File: src/rtl/bg_pkg.sv
package bg_pkg;
   typedef enum logic [1:0] {
      K_ORD  = 2'd0,
      K_COND = 2'd1,
      K_JUMP = 2'd2,
      K_RSV  = 2'd3
   } kind_e;
endpackage

File: src/rtl/bg_counter.sv
module bg_counter #(
   parameter int W   = 32,
   parameter bit SAT = 1'b1
) (
   input  logic         clk,
   input  logic         rst_n,
   input  logic         inc,
   output logic [W-1:0] q
);
   localparam logic [W-1:0] TOP = {W{1'b1}};

   generate
      if (W < 2) begin : g_bad_w
         $error("bg_counter: W must be at least 2");
      end
      if (SAT) begin : g_sat
         always_ff @(posedge clk) begin
            if (!rst_n)                q <= '0;
            else if (inc && q != TOP)  q <= q + 1'b1;
         end
      end else begin : g_wrap
         always_ff @(posedge clk) begin
            if (!rst_n)   q <= '0;
            else if (inc) q <= q + 1'b1;
         end
      end
   endgenerate
endmodule

File: src/rtl/bg_shadow.sv
module bg_shadow #(
   parameter int NSLOT = 9
) (
   input  logic             clk,
   input  logic             rst_n,
   input  logic [NSLOT-1:0] set_vec,
   input  logic             clr_all,
   output logic [NSLOT-1:0] shadow
);
   always_ff @(posedge clk) begin
      if (!rst_n)       shadow <= '0;
      else if (clr_all) shadow <= '0;
      else              shadow <= shadow | set_vec;
   end
endmodule

File: src/rtl/bg_redirect.sv
module bg_redirect #(
   parameter int NSLOT = 9,
   parameter int PC_W  = 16
) (
   input  logic             clk,
   input  logic             rst_n,
   input  logic             do_flush,
   input  logic             do_redir,
   input  logic [NSLOT-1:0] squash_vec,
   input  logic [PC_W-1:0]  target,
   output logic             flush_vld,
   output logic [NSLOT-1:0] flush_mask,
   output logic             redir_vld,
   output logic [PC_W-1:0]  redir_pc
);
   always_ff @(posedge clk) begin
      if (!rst_n) begin
         flush_vld  <= 1'b0;
         flush_mask <= '0;
         redir_vld  <= 1'b0;
         redir_pc   <= '0;
      end else begin
         flush_vld  <= do_flush;
         flush_mask <= do_flush ? squash_vec : '0;
         redir_vld  <= do_redir;
         if (do_redir) redir_pc <= target;
      end
   end
endmodule

File: src/rtl/branch_gate.sv
module branch_gate
   import bg_pkg::*;
#(
   parameter int NSLOT  = 9,
   parameter int PC_W   = 16,
   parameter int CNT_W  = 32,
   parameter bit SAT    = 1'b1,
   localparam int SLOT_W = (NSLOT > 1) ? $clog2(NSLOT) : 1
) (
   input  logic              clk,
   input  logic              rst_n,
   input  logic              iss_vld,
   input  logic [1:0]        iss_kind,
   input  logic [SLOT_W-1:0] iss_slot,
   input  logic              res_vld,
   input  logic              res_taken,
   input  logic [PC_W-1:0]   res_target,
   input  logic              cmt_vld,
   output logic              iss_stall,
   output logic [NSLOT-1:0]  exec_ok,
   output logic              flush_vld,
   output logic [NSLOT-1:0]  flush_mask,
   output logic              redir_vld,
   output logic [PC_W-1:0]   redir_pc,
   output logic [CNT_W-1:0]  cnt_done,
   output logic [CNT_W-1:0]  cnt_branch,
   output logic [CNT_W-1:0]  cnt_cycle,
   output logic [CNT_W-1:0]  cnt_mispred
);
   generate
      if (NSLOT < 2) begin : g_bad_nslot
         $error("branch_gate: NSLOT must be at least 2");
      end
      if (PC_W < 2) begin : g_bad_pcw
         $error("branch_gate: PC_W must be at least 2");
      end
   endgenerate

   kind_e            kind;
   logic             pend, pend_jump;
   logic             is_br, acc, acc_cond, acc_jump, acc_ord;
   logic             res_ok, do_flush, do_redir, slot_ok;
   logic [NSLOT-1:0] set_vec, shadow, squash_vec;

   assign kind      = kind_e'(iss_kind);
   assign is_br     = (kind == K_COND) || (kind == K_JUMP);
   assign iss_stall = pend && (pend_jump || is_br);
   assign acc       = iss_vld && !iss_stall;
   assign acc_cond  = acc && (kind == K_COND);
   assign acc_jump  = acc && (kind == K_JUMP);
   assign acc_ord   = acc && !is_br;
   assign slot_ok   = (int'(iss_slot) < NSLOT);
   assign set_vec   = (acc_ord && pend && !pend_jump && slot_ok)
                      ? (NSLOT'(1) << iss_slot) : '0;
   assign res_ok    = res_vld && pend;
   assign do_flush  = res_ok && !pend_jump && res_taken;
   assign do_redir  = res_ok && (pend_jump || res_taken);
   assign squash_vec = shadow | set_vec;
   assign exec_ok   = ~shadow;

   always_ff @(posedge clk) begin
      if (!rst_n) begin
         pend      <= 1'b0;
         pend_jump <= 1'b0;
      end else if (res_ok) begin
         pend      <= 1'b0;
         pend_jump <= 1'b0;
      end else if (acc_cond || acc_jump) begin
         pend      <= 1'b1;
         pend_jump <= acc_jump;
      end
   end

   bg_shadow #(.NSLOT(NSLOT)) u_shadow (
      .clk(clk), .rst_n(rst_n), .set_vec(set_vec),
      .clr_all(res_ok), .shadow(shadow)
   );

   bg_redirect #(.NSLOT(NSLOT), .PC_W(PC_W)) u_redir (
      .clk(clk), .rst_n(rst_n), .do_flush(do_flush), .do_redir(do_redir),
      .squash_vec(squash_vec), .target(res_target),
      .flush_vld(flush_vld), .flush_mask(flush_mask),
      .redir_vld(redir_vld), .redir_pc(redir_pc)
   );

   logic [3:0]       cnt_inc;
   logic [CNT_W-1:0] cnt_q [4];
   assign cnt_inc = {do_flush, 1'b1, acc_cond, cmt_vld};

   generate
      for (genvar g = 0; g < 4; g++) begin : g_cnt
         bg_counter #(.W(CNT_W), .SAT(SAT)) u_cnt (
            .clk(clk), .rst_n(rst_n), .inc(cnt_inc[g]), .q(cnt_q[g])
         );
      end
   endgenerate

   assign cnt_done    = cnt_q[0];
   assign cnt_branch  = cnt_q[1];
   assign cnt_cycle   = cnt_q[2];
   assign cnt_mispred = cnt_q[3];
endmodule

File: config.mk
export PLATFORM = sky130hd
export DESIGN_NAME = branch_gate
export DESIGN_NICKNAME = d
export VERILOG_FILES = /design/src/rtl/bg_pkg.sv /design/src/rtl/bg_counter.sv /design/src/rtl/bg_shadow.sv /design/src/rtl/bg_redirect.sv /design/src/rtl/branch_gate.sv
export SDC_FILE = /design/constraint.sdc
export NUM_CORES = 1
export LEC_CHECK = 0
export ABC_CLOCK_PERIOD_IN_PS = 7300
export BUFFER_PORTS_ARGS = -buffer_cell sky130_fd_sc_hd__buf_2
export CAP_MARGIN = 20
export CORE_ASPECT_RATIO = 2
export CORE_MARGIN = 5
export CORE_UTILIZATION = 45
export DETAILED_ROUTE_END_ITERATION = 10
export GPL_TIMING_DRIVEN = 0
export PLACE_DENSITY = 0.74
export SLEW_MARGIN = 20
export SYNTH_ARGS = -nofsm -noshare
export SYNTH_HDL_FRONTEND = slang
export SYNTH_SLANG_ARGS = --single-unit
File: constraint.sdc
create_clock -name clk -period 7.3 [get_ports clk]
set_clock_uncertainty 0.1 [all_clocks]
set_input_delay 0.365 -clock clk [delete_from_list [all_inputs] [get_ports clk]]
set_output_delay 0.365 -clock clk [all_outputs]
set_load 0.01 [all_outputs]
# After elaboration in Yosys (flattened, before gate mapping)
# Cells that the tools add are included.
# totals
register_bits	166
input_bits	28
out_inout_bits	165
wordCells	51
# classes
n_addsub	4
n_lt_le_gt_ge	1
n_eq_ne	6
n_shift	1
mux	1
bitwise_logic	3
reduce_logical	24
# ops
cell	n
$add 32x1->32 const B	4
$ne 32x32->1 const B	4
$logic_and 1x1->1	15
$mux 9	1
$not 9->9	1
$or 9x9->9	1
$shl 1x4->9 const A	1
$logic_or 1x1->1	4
$lt 4x4->1 const B	1
$logic_not 1->1	3
$eq 2x1->1 const B	1
$eq 2x2->1 const B	1
$reduce_and 2->1	1
$reduce_or 2->1	1
$not 1->1	1

# Longest topological paths before layout
# depth
ltp_word	12
depth_mapped	9
depth_no_buf	7

# Hierarchy
# Synthesis repeated with hierarchy kept, for this count alone.
# hier_totals
hier_cells	966
area_unflattened_um2	8404.3
# modules_own_cells
module	instances	cells_each	area_each_um2	seq_area_each_um2
bg_counter	4	200	1704.1	640.6
bg_redirect	1	74	910.9	540.5
branch_gate	1	63	404.1	40.0
bg_shadow	1	29	272.8	180.2

# Worst setup path before layout
# Ideal clock, no wire load.
# synth_timing
path_kind	reg-to-reg
startpoint	register g_cnt[0].u_cnt.q[0]
endpoint	register g_cnt[0].u_cnt.q[28]
setup_ps	70
arrival_ps	2414
path_slack_ps	4715
stages_incl_launch_ff	8
n_path_buf	1
synth_period_minus_slack_ps	2585
cell_sequence	dfxtp_1 > ha_1 > nand4_1 > or4_4 > buf_6 > or4b_4 > or3_1 > a21oi_1
# synth_between
elab_chain_cells	2
elab_cells_between_ends	3
cone_classes	1 x add/sub; 1 x eq/ne; 1 x reduce/logical
# synth_rtl
element	line_no	text
start: declaration	bg_counter.sv:8	output logic [W-1:0] q
start signal: assignment	bg_counter.sv:19	else if (inc && q != TOP) q <= q + 1'b1;
parallel branches: the longest is 2 deep, another holds $add 32x1->32	--	
# Several ways; the timed one is not identified.
# A chain may end at the register's enable or synchronous reset.

# Worst setup path in the final report
# layout_timing
startpoint	register g_cnt[2].u_cnt.q[2]
endpoint	register g_cnt[2].u_cnt.q[1]
# layout_between
elab_chain_cells	1
# layout_rtl
element	line_no
start: declaration	bg_counter.sv:8
start signal: assignment	bg_counter.sv:19
$ne 32x32->1	bg_counter.sv:19
# Every way passes these cells.

==> qor.yml <==
status: "completed"
min_period_ps: 3180
row_count: 67
cp.arrival_ps: 3360
synth_most_common_cell: "dfxtp_1"
dpl.hpwl_mm: 18.8
critPathBufInv: 3
ant_nets: 0
synth_ff_type: "dfxtp_1"
synthToLayoutAreaGrowth_pct: 24.7
die_area_um2: 20000
cpPeakStageDelay_ps: 880
htreeDepth: 4
yosys-top-cells-area: "dfxtp_1 43%, a21oi_1 6.6%, nand2_1 4.8%"
yosys_warnings: 0
fin_crit_sh_pct: 43.5
cp_num_cells: 8
synth_seq_cells: 166
async_flop_share_pct: 0
grt_pass1_wl_mm: 38.9
die_w_um: 102
synth_edf_count: 0
vias: 8052
synth_largest_area_cell: "dfxtp_1"
drt_first_iter_violations: 362
cts_tree: "yes"
max_freq_mhz: 315
grt_max_degree: 17
drv_slew: 0
hold_buffers: 0
crit_top_cell: "buf_4"
startpoint_type: "flip-flop"
routedWlPerCell_um: 18.1
drv_cap: 0
io_buffers: 192
syn_inst: 941
synth_common_cells: "166 x dfxtp_1, 102 x a21oi_1, 99 x nand2_1"
die_h_um: 195
final_hold_viol_count: 0
boundaryPins: 193
overflow: 0
antenna_found_initial: 0
cp_top_family: "simple AND/OR/NAND/NOR gates"
critPathCaptureType: "flip-flop"
rsz0062_at_grt: "false"
reg2regPathDepth: 8
critical_path_class: "reg2reg"
final_util_pct: 57.3
clk_pin_slew_worst_paths_ps: 60
crit_fanout: 10
core_area_um2: 16800
drtPass1Iterations: 4
crit_required_ps: 7480
slew_headroom_pct: 35.4
cts.path.max_buffers: 2
drive_gt1_share_pct: 21.3
cts_made_buffers: 17
grt_usage_pct: 24.4
tns_ps: 0
p_leak_uw: 0.00367
crit_slowest_cell: "nor4_1"
cts_sinks: 166
seq_area_frac_synth_pct: 43.2
routed_via_density: 5.87
synth_fp_nets: 975
fillers: 1647
synth.avg_cell_area_um2: 8.18
synth_top_cell_area_share_pct: 43.2
fin_nets: 1186
hold_path_depth: 3
clkLatencyLatePin_ps: 430
drc: 0
cts_setup_buffers: 0
syn_area_um2: 7700
finalSetupViolCount: 0
design_power_total_uw: 2030
hold_class: "in2reg"
vdd_ir_drop_max_v: 0.000147
cts_resized: 0
crit_chain: "nand3_1 -> nor4_1 -> and4_1 -> clkbuf_1 -> buf_4 -> buf_4 -> mux2i_1 -> nor2_1"
worst_pin_slew_ps: 960
p_per_area_nw_per_um2: 211
root_buffer: "clkbuf_16"
start_util_pct: 45.9
place.gp.congestion: 0.933
synth_cell_types: 54
first_global_vias: 7798
wirelength_mm: 24.8
n_antenna_cell: 0
==> final cells by class <==
| type | instances | area [µm²] | share of cell area (%) |
|---|---|---|---|
| Buffer | 41 | 173 | 1.80 |
| Timing Repair Buffer | 192 | 961 | 10.0 |
| Tap cell | 207 | 259 | 2.70 |
| Sequential cell | 166 | 3320 | 34.6 |
| Clock buffer | 20 | 457 | 4.76 |
| Inverter | 28 | 105 | 1.09 |
| Clock inverter | 12 | 224 | 2.33 |
| Multi-Input combinational cell | 706 | 4100 | 42.7 |
==> where the power goes <==
part	leakage (µW)	internal, µW	switching, µW
clock network	0.000330	661	379
logic	0.00200	21.6	46.4
registers	0.00134	912	6.38
total	0.00367	1590	431
==> path summary, 6_finish.rpt <==
| kind | start | to | slack (ps) |
|---|---|---|---|
| max | g_cnt[2].u_cnt.q[2] | g_cnt[2].u_cnt.q[1] | 4120 |
| min reg2reg | u_redir.redir_pc[14] | u_redir.redir_pc[14] | 350 |
| min | res_target[9] | u_redir.redir_pc[9] | 80 |
| max reg2reg | g_cnt[2].u_cnt.q[2] | g_cnt[2].u_cnt.q[1] | 4120 |
==> kinds of logic after synthesis <==
family,synth area share [%]
adder cells (fa/ha/maj),0.975
buffers and inverters,3.61
AO/OA/AOI/OAI,16.1
AND/OR/NAND/NOR,30.9
multiplexers,2.34
flip-flops,43.2
XOR/XNOR,2.84
==> metrics by stage <==
stage | hold slack (ps) | instances | setup WS (ps) | instance area (µm²)
finish | 78.1 | 1372 | 4120 | 9600
global route | 69.4 | 1372 | 3890 | 9600
CTS | 61.8 | 1372 | 4160 | 9600
detailed placement | 344 | 1340 | 4230 | 8920
global placement | 340 | 1340 | 4240 | 8920
floorplan | 348 | 941 | 4720 | 7700
==> cell usage in the layout (no fill, tap or decap), types with 3 or more instances in the layout <==
cell type,Yosys,routed
clkinv_4,0,3
nor3_1,13,13
a211oi_1,5,5
nor2_1,68,68
nor4_1,14,14
nand2b_1,16,16
nand4_1,48,48
buf_2,3,195
inv_1,28,28
dfxtp_1,166,166
o21ai_0,59,59
and2_1,7,7
clkbuf_16,0,17
mux2i_1,18,18
bufinv_16,0,6
nor2b_1,5,5
xor2_1,9,9
o211ai_1,7,7
nand3_1,48,48
a31oi_1,4,4
and4_1,12,12
or4_1,20,20
a21o_1,3,3
o31ai_1,21,21
or2_2,7,7
clkbuf_1,35,36
or3_1,54,54
nand2_1,99,99
a21oi_1,102,102
xnor2_1,16,16
ha_1,6,6
and3_1,12,12
==> sequential cells by signal (all words and copies together) (netlist names) <==
register	count
u_redir.flush_vld	1
pend	1
u_redir.redir_vld	1
u_redir.redir_pc	16
u_redir.flush_mask	9
pend_jump	1
u_shadow.shadow	9
g_cnt.u_cnt.q	128
==> routing by layer <==
| metal | GRT usage [%] | vias up | share of wire, % |
|---|---|---|---|
| met1 | 24.0 | 3852 | 35 |
| met3 | 5.00 | 69 | 5.3 |
| met5 | 0 | - | 0 |
| met2 | 46.0 | 258 | 55 |
| li1 | - | 3873 | - |
| met4 | 12.6 | 0 | 4.3 |
==> worst min-delay path, cell delays in order <==
cell	delay, ps
buf_2	90
nand2_1	40
a21oi_1	50
Note: power is estimated with default switching activity, not from simulation.
